### config.mk
export PLATFORM = sky130hd
export DESIGN_NAME = pte_leaf_walker
export DESIGN_NICKNAME = d
export VERILOG_FILES = /design/src/rtl/pte_leaf_walker.sv
export SDC_FILE = /design/constraint.sdc
export NUM_CORES = 1
export LEC_CHECK = 0
export BUFFER_PORTS_ARGS = -buffer_cell sky130_fd_sc_hd__buf_2
export CAP_MARGIN = 20
export CELL_PAD_IN_SITES_DETAIL_PLACEMENT = 1
export CELL_PAD_IN_SITES_GLOBAL_PLACEMENT = 1
export CORE_ASPECT_RATIO = 0.7
export CORE_MARGIN = 5
export CORE_UTILIZATION = 40
export DETAILED_ROUTE_END_ITERATION = 16
export PLACE_DENSITY = 0.8
export SETUP_SLACK_MARGIN = 0.1
export SYNTH_ARGS = -nofsm -noshare
export SYNTH_HDL_FRONTEND = slang
export SYNTH_SLANG_ARGS = --single-unit
### constraint.sdc
create_clock -name clk -period 4 [get_ports clk]
set_input_delay 1 -clock clk [delete_from_list [all_inputs] [get_ports clk]]
set_output_delay 1 -clock clk [all_outputs]
set_load 0.05 [all_outputs]
### src/rtl/pte_leaf_walker.sv
module pte_leaf_walker #(
  parameter int PA_W = 40
) (
  input  logic        clk,
  input  logic        rst_n,
  input  logic        start_i,
  input  logic [63:0] pde_i,
  input  logic [20:0] lin_i,
  input  logic        is_write_i,
  input  logic        is_user_i,
  input  logic        is_fetch_i,
  input  logic        nx_en_i,
  output logic        rd_req_o,
  output logic [51:0] rd_addr_o,
  input  logic        rd_ready_i,
  input  logic        rd_rsp_valid_i,
  input  logic [63:0] rd_data_i,
  output logic        done_o,
  output logic [51:0] pa_o,
  output logic        fault_o,
  output logic [2:0]  cause_o
);
  localparam logic [63:0] RSV_MASK = {12'h000, {(52-PA_W){1'b1}}, {PA_W{1'b0}}};
  localparam logic [2:0] C_NONE = 3'd0, C_NP = 3'd1, C_RSV = 3'd2,
                         C_WR = 3'd3, C_US = 3'd4, C_XD = 3'd5;

  typedef enum logic [2:0] {S_IDLE, S_CHK_PDE, S_FETCH, S_WAIT, S_CHK_PTE, S_DONE} st_t;
  st_t st;

  logic [63:0] pde_q, pte_q, ent;
  logic [20:0] lin_q;
  logic wr_q, us_q, fe_q, nx_q;
  logic rw_eff, us_eff, xd_eff, rsv_hit, leaf;
  logic [2:0] chk_cause;
  logic [51:0] pa_val;

  assign leaf    = (st == S_CHK_PTE);
  assign ent     = leaf ? pte_q : pde_q;
  assign rw_eff  = pde_q[1] & (leaf ? pte_q[1] : 1'b1);
  assign us_eff  = pde_q[2] & (leaf ? pte_q[2] : 1'b1);
  assign xd_eff  = pde_q[63] | (leaf & pte_q[63]);
  assign rsv_hit = (|(ent & RSV_MASK)) | (~nx_q & ent[63]);
  assign pa_val  = leaf ? {pte_q[51:12], lin_q[11:0]} : {pde_q[51:21], lin_q};

  always_comb begin
    if (!ent[0])                          chk_cause = C_NP;
    else if (rsv_hit)                     chk_cause = C_RSV;
    else if (wr_q && !rw_eff)             chk_cause = C_WR;
    else if (us_q && !us_eff)             chk_cause = C_US;
    else if (fe_q && nx_q && xd_eff)      chk_cause = C_XD;
    else                                  chk_cause = C_NONE;
  end

  assign rd_req_o  = (st == S_FETCH);
  assign rd_addr_o = {pde_q[51:12], lin_q[20:12], 3'b000};
  assign done_o    = (st == S_DONE);

  always_ff @(posedge clk or negedge rst_n) begin
    if (!rst_n) begin
      st      <= S_IDLE;
      pde_q   <= '0;
      pte_q   <= '0;
      lin_q   <= '0;
      wr_q    <= 1'b0;
      us_q    <= 1'b0;
      fe_q    <= 1'b0;
      nx_q    <= 1'b0;
      pa_o    <= '0;
      fault_o <= 1'b0;
      cause_o <= C_NONE;
    end else begin
      case (st)
        S_IDLE: if (start_i) begin
          pde_q <= pde_i;
          lin_q <= lin_i;
          wr_q  <= is_write_i;
          us_q  <= is_user_i;
          fe_q  <= is_fetch_i;
          nx_q  <= nx_en_i;
          st    <= S_CHK_PDE;
        end
        S_CHK_PDE: begin
          if (chk_cause == C_NP || chk_cause == C_RSV || pde_q[7]) begin
            fault_o <= (chk_cause != C_NONE);
            cause_o <= chk_cause;
            pa_o    <= (chk_cause != C_NONE) ? '0 : pa_val;
            st      <= S_DONE;
          end else begin
            st <= S_FETCH;
          end
        end
        S_FETCH: if (rd_ready_i) st <= S_WAIT;
        S_WAIT: if (rd_rsp_valid_i) begin
          pte_q <= rd_data_i;
          st    <= S_CHK_PTE;
        end
        S_CHK_PTE: begin
          fault_o <= (chk_cause != C_NONE);
          cause_o <= chk_cause;
          pa_o    <= (chk_cause != C_NONE) ? '0 : pa_val;
          st      <= S_DONE;
        end
        default: st <= S_IDLE;
      endcase
    end
  end

  a_r10_done_pulse: assert property (@(posedge clk) disable iff (!rst_n)
    done_o |=> !done_o);
  a_r10_fault_flag: assert property (@(posedge clk) disable iff (!rst_n)
    done_o |-> (fault_o == (cause_o != C_NONE)));
  a_r10_fault_pa_zero: assert property (@(posedge clk) disable iff (!rst_n)
    (done_o && fault_o) |-> (pa_o == '0));
  a_r4_req_hold: assert property (@(posedge clk) disable iff (!rst_n)
    (rd_req_o && !rd_ready_i) |=> (rd_req_o && $stable(rd_addr_o)));
  a_r2_np_no_read: assert property (@(posedge clk) disable iff (!rst_n)
    (st == S_CHK_PDE && !pde_q[0]) |=> (done_o && !rd_req_o && cause_o == C_NP));
  a_r6_large_no_read: assert property (@(posedge clk) disable iff (!rst_n)
    (st == S_CHK_PDE && pde_q[0] && pde_q[7]) |=> (done_o && !rd_req_o));
endmodule

======== After elaboration in Yosys (flattened, before gate mapping) ========
Index checks and enable logic that the tools add are counted.
word-level totals
  register bits after elaboration ......... 212
  RAM bits ................................ 0
  word-level logic and storage cells ...... 66
  bits in latches ......................... 0
  memories kept ........................... 0
  bits in read-only memories .............. 0
operators by class
  reduce and logical (&&, ||, !) cells .... 16
  $mul .................................... 0
  bitwise gates (word level) .............. 7
  $add $sub $neg .......................... 0
  magnitude comparators ................... 0
  divide/modulo/power cells ............... 0
  equal/unequal tests ..................... 11
  shifts and indexed selects .............. 0
  mux-type cells .......................... 21
operator list
  cell                                                 count
  two-way mux 52 bit                                   3
  one-hot mux 52 bit (2 select lines)                  1
  two-way mux 64 bit                                   1
  two-way mux 3 bit                                    10
  one-hot mux 3 bit (5 select lines)                   1
  OR reduction 12 bit                                  1
  equality test 3 x 2 -> 1 bit, second input constant  3
  equality test 3 x 1 -> 1 bit, second input constant  2
  equality test 3 bit, second input constant           2
  != test 2 bit, second input constant                 3
  one-hot mux 3 bit (2 select lines)                   1
  AND reduction 2 bit                                  3
  bitwise AND 1 bit                                    4
  logical AND 1 bit                                    4
  zero test 3 bit                                      1
  two-way mux 1 bit                                    3
  AND reduction 3 bit                                  1
  nonzero test 3 bit                                   1
  zero test 1 bit                                      2
  logical OR 1 bit                                     2
  != test 2 x 1 -> 1 bit, second input constant        1
  OR 1 bit                                             2
  one-hot mux 1 bit (2 select lines)                   1
  nonzero test 2 bit                                   1
  inverter 1 bit                                       1

======== Depth between registers and ports, before layout ========
  word-level depth ........................ 14
  mapped depth ............................ 8
  depth with buffers taken out ............ 5

======== Least setup slack after synthesis ========
OpenSTA, ideal clock, no wires.
  path type ............................... flip-flop to output port
  start ................................... register st[1]
  end ..................................... output done_o
  path slack .............................. 1.645 ns
  buffers on the path ..................... 1
  cell stages (with the launch flop) ...... 4
  required time ........................... 3.000 ns
  arrival ................................. 1.355 ns
  cells stage by stage .................... dfrtp_1 -> clkbuf_8 -> nand2b_1 -> nor2_1
between the ends
  word-level cells in the longest chain between the ends .. 1
ends and longest elaborated chain
  item                      line  text
  start: declaration        28    st_t st;
  start signal: assignment  60    st <= S_IDLE;
  start signal: assignment  80    st <= S_CHK_PDE;
  start signal: assignment  87    st <= S_DONE;
  equality test 3 bit       56    assign done_o = (st == S_DONE);
  end: declaration          18    output logic done_o,
Every way passes these cells.

======== Worst setup path in the final report ========
  start ................................... register st[1]
  end ..................................... register pa_o[8]
between the ends
  word-level cells in the longest chain between the ends .. 14
  elaborated cells between the ends (all ways) .. 33
  classes of those cells .................. 5 x eq/ne; 11 x mux; 6 x bitwise; 11 x reduce/logical
ends and longest elaborated chain
  item                                                                          line    text
  equality test 3 bit                                                           37, 72
  bitwise AND 1 bit or two-way mux 1 bit (tied branches)                        41, 40
  OR 1 bit or bitwise AND 1 bit (tied branches)                                 41, 40
  logical AND 1 bit or zero test 1 bit (tied branches)                          50, 49
  two-way mux 3 bit or logical AND 1 bit (tied branches)                        50, 49
  two-way mux 3 bit                                                             49      else if (us_q && !us_eff) chk_cause = C_US;
  two-way mux 3 bit                                                             48      else if (wr_q && !rw_eff) chk_cause = C_WR;
  two-way mux 3 bit                                                             47      else if (rsv_hit) chk_cause = C_RSV;
  two-way mux 3 bit                                                             46      if (!ent[0]) chk_cause = C_NP;
  equality test 3 x 1 -> 1 bit or equality test 3 x 2 -> 1 bit (tied branches)  83      if (chk_cause == C_NP || chk_cause == C_RSV || pde_q[7]) begin
  logical OR 1 bit (2 in a row)                                                 83
  != test 2 bit (no line)                                                       n/a
  AND reduction 2 bit (no line)                                                 n/a
  end signal: assignment                                                        86      pa_o <= (chk_cause != C_NONE) ? '0 : pa_val;
  end signal: assignment                                                        100     pa_o <= (chk_cause != C_NONE) ? '0 : pa_val;
  end: declaration                                                              19      output logic [51:0] pa_o,
Parallel ways exist; a longest one is shown, timed or not. The select of a mux whose other input is x is not followed.
A chain may end at the register's enable or synchronous reset.

==> out/qor.txt <==
Outcome - complete, no violations
Sequential share of the synthesized area - 0.582
Dpl ws - 1.03 ns
Finished Layout Cells - 930
Max IR drop VDD - 0.477 mV
# nets final - 838
IO buf count - 225
Post-Route WL - 19300 um
Critical path class - flop to flop
Total track usage - 0.183
CORE AREA - 18200 um2
Largest net degree at the start of global routing - 76
Max Slew Vio Count - 0
Slew HR - 0.312
Num rows - 41
CTS max path bufs - 2
Final ANT Viol Nets - 0
Drt first pass iters - 4
First-pass GRT wire length - 30600 um
Vias/cell - 5.10
Asr flop ratio synth - 1.00
HP Class - flop to flop
Top cell type's share of synthesized area - 0.582
CP Data Required Time - 4.35 ns
Clock latency on the worst-skew pair - 0.42 ns
1st-iter DRT viols - 230
Syn_area_per_cell - 14.7 um2
Yosys Warn Count - 0
Clock sinks - 173
Top post-synthesis cells by area - dfrtp_1, mux2_2, buf_4
CTS clock-pin slew for the worst setup and hold paths - 0.07 ns
Hold buffers post-CTS - 0
Reg2reg setup slack - 0.96 ns
Gpl congestion - 0.802
Share of cells above drive strength 1 - 0.583
Main synth FF type - dfrtp_1
Top Ports - 268
Post-detail-place hpwl - 13500 um
Yosys top cell by area - dfrtp_1
Inst Count DP - 897
Initial antenna violation count - 3
Total chip power - 0.00750 W
Fmax - 329 MHz
Measured slew at the worst slew-check pin - 1.03 ns
Worst Setup Slack, final - 0.964 ns
Setup TNS - 0 ns
Average wire per standard cell - 20.7 um
Max Cap Viol - 0
Die area - 21500 um2
Critical Path Start Type - flop
Fillcell total - 1887
Ratio of final minimum period to clock period - 0.759
Leakage - 4.48 nW
Setup Viol. Count Final - 0
CTS Root Cell - clkbuf_16
Netlist cell types - 46
Yosys reg bits - 173
Vias - 4747
Final Hold Viols - 0
Vias in the first global route - 5372
Setup bufs post-CTS - 0
Critical path peak fanout - 18
Effective utilization at floorplan - 0.410
Die X - 173 um
Area grow syn2layout - 21.3%
CTS tree - built
Critical path arrival - 3.38 ns
CTS-repair resized insts - 0
CTS buffer count - 17
EDFF count, synth - 0
DRC - 0
RSZ-0062 raised after global routing - no
Synthesized cell area - 7440 um2
Seq. cell area - 4330 um2
Die H - 124 um
Power per Cell Area - 831 nW/um2
Critical Path End Type - flop
Cell count after synthesis - 507
Min cycle time layout - 3.04 ns
Max Clock Skew - 0.0132 ns
Htree depth - 4
Multi-input logic area - 2540 um2
Overflow after GRT - 0
==> cell families after synthesis <==
group / Yosys count / share of synthesized area
muxes: 142 / 0.210
and+or+nand+nor: 39 / 0.0336
buffers and inverters: 85 / 0.0804
other: 1 / 0.000504
DFF: 173 / 0.582
AOI/OAI and AO/OA: 67 / 0.0937
==> final timing paths <==
| check | startpoint | endpoint | cells past startpoint |
|---|---|---|---|
| worst min register to register | pa_o[48] | pa_o[48] | 1 |
| worst min-delay path | pa_o[48] | pa_o[48] | 1 |
| worst max register to register | st[1] | pa_o[8] | 5 |
| worst max-delay path | st[1] | pa_o[8] | 5 |
| min in group asynchronous | rst_n | pa_o[4] | 1 |
| max in group asynchronous | rst_n | pte_q[42] | 2 |
==> sequential cells by signal, indices dropped and copies added (netlist names) <==
register	count
pa_o	52
pde_q	45
pte_q	44
lin_q	21
cause_o	3
st	3
fault_o	1
fe_q	1
nx_q	1
us_q	1
wr_q	1
==> critical path, cell delays in order, from the launching register on <==
cell and delay, ns:
dfrtp_1 0.54, nor3b_4 0.38, buf_4 0.40, o2111ai_2 0.34, a2111oi_4 1.03, a22o_1 0.26
==> layer usage <==
metal / vias to the layer above / global-route usage / share of wire
li1: 2114 / - / -
met1: 2446 / 0.226 / 0.43
met2: 161 / 0.304 / 0.48
met3: 22 / 0.0695 / 0.073
met4: 4 / 0.0553 / 0.014
met5: - / 0 / 0.0012
==> per-stage QoR <==
stage | hold slack [ns] | cell area, um2 | utilization
after floorplan | 0.462 | 7450 | -
after global placement | 0.464 | 8390 | 0.462
after detailed placement | 0.466 | 8390 | 0.462
after CTS | 0.492 | 9020 | 0.497
after global routing | 0.503 | 9020 | 0.497
final | 0.485 | 9020 | 0.497
==> cell usage after synthesis (all sizes together) (2+ instances only) <==
cell and number:
mux2 113, a22o 13, a21oi 5, dlygate4sd1 2, nor2 4, o21ai 4
nand2 2, buf 62, nor4 3, nor2b 3, a211oi 2, a2111oi 2
and3 2, dfrtp 173, inv 6, or4 2, nand2b 4, mux2i 29
a31oi 2, and2 14, o2bb2ai 28, clkbuf 15
==> area by class of cell <==
type                    count  share of cell area
diodes                      1            0.000277
clock buffers              20              0.0506
clock inverters            12              0.0196
inverters                   6             0.00250
multi-input cells         251               0.281
flip-flops and latches    173               0.480
well taps                 236              0.0327
repair buffers            231               0.133
==> cells in the final DEF, fill, tap and decap left out, types with 2 or more instances in the layout <==
master,n
buf_2,224
dfrtp_1,173
mux2_2,113
mux2i_1,29
o2bb2ai_2,20
clkbuf_16,17
and2_1,14
a22o_1,13
o2bb2ai_1,8
inv_1,6
a21oi_1,5
nor2_1,4
nand2b_1,4
inv_8,4
buf_4,4
nor4_1,3
nor2b_1,3
o21ai_0,3
conb_1,3
bufinv_16,3
clkinv_4,3
a31oi_1,2
a211oi_1,2
nand2_1,2
clkbuf_8,2
clkinvlp_4,2
buf_12,2
==> where the power goes <==
| group | switching, W | total [W] | internal, W |
|---|---|---|---|
| registers | 0.000374 | 0.00262 | 0.00224 |
| logic | 0.00213 | 0.00311 | 0.000982 |
| clock network | 0.000739 | 0.00178 | 0.00104 |
No activity file was read; power rests on OpenSTA's default activity.
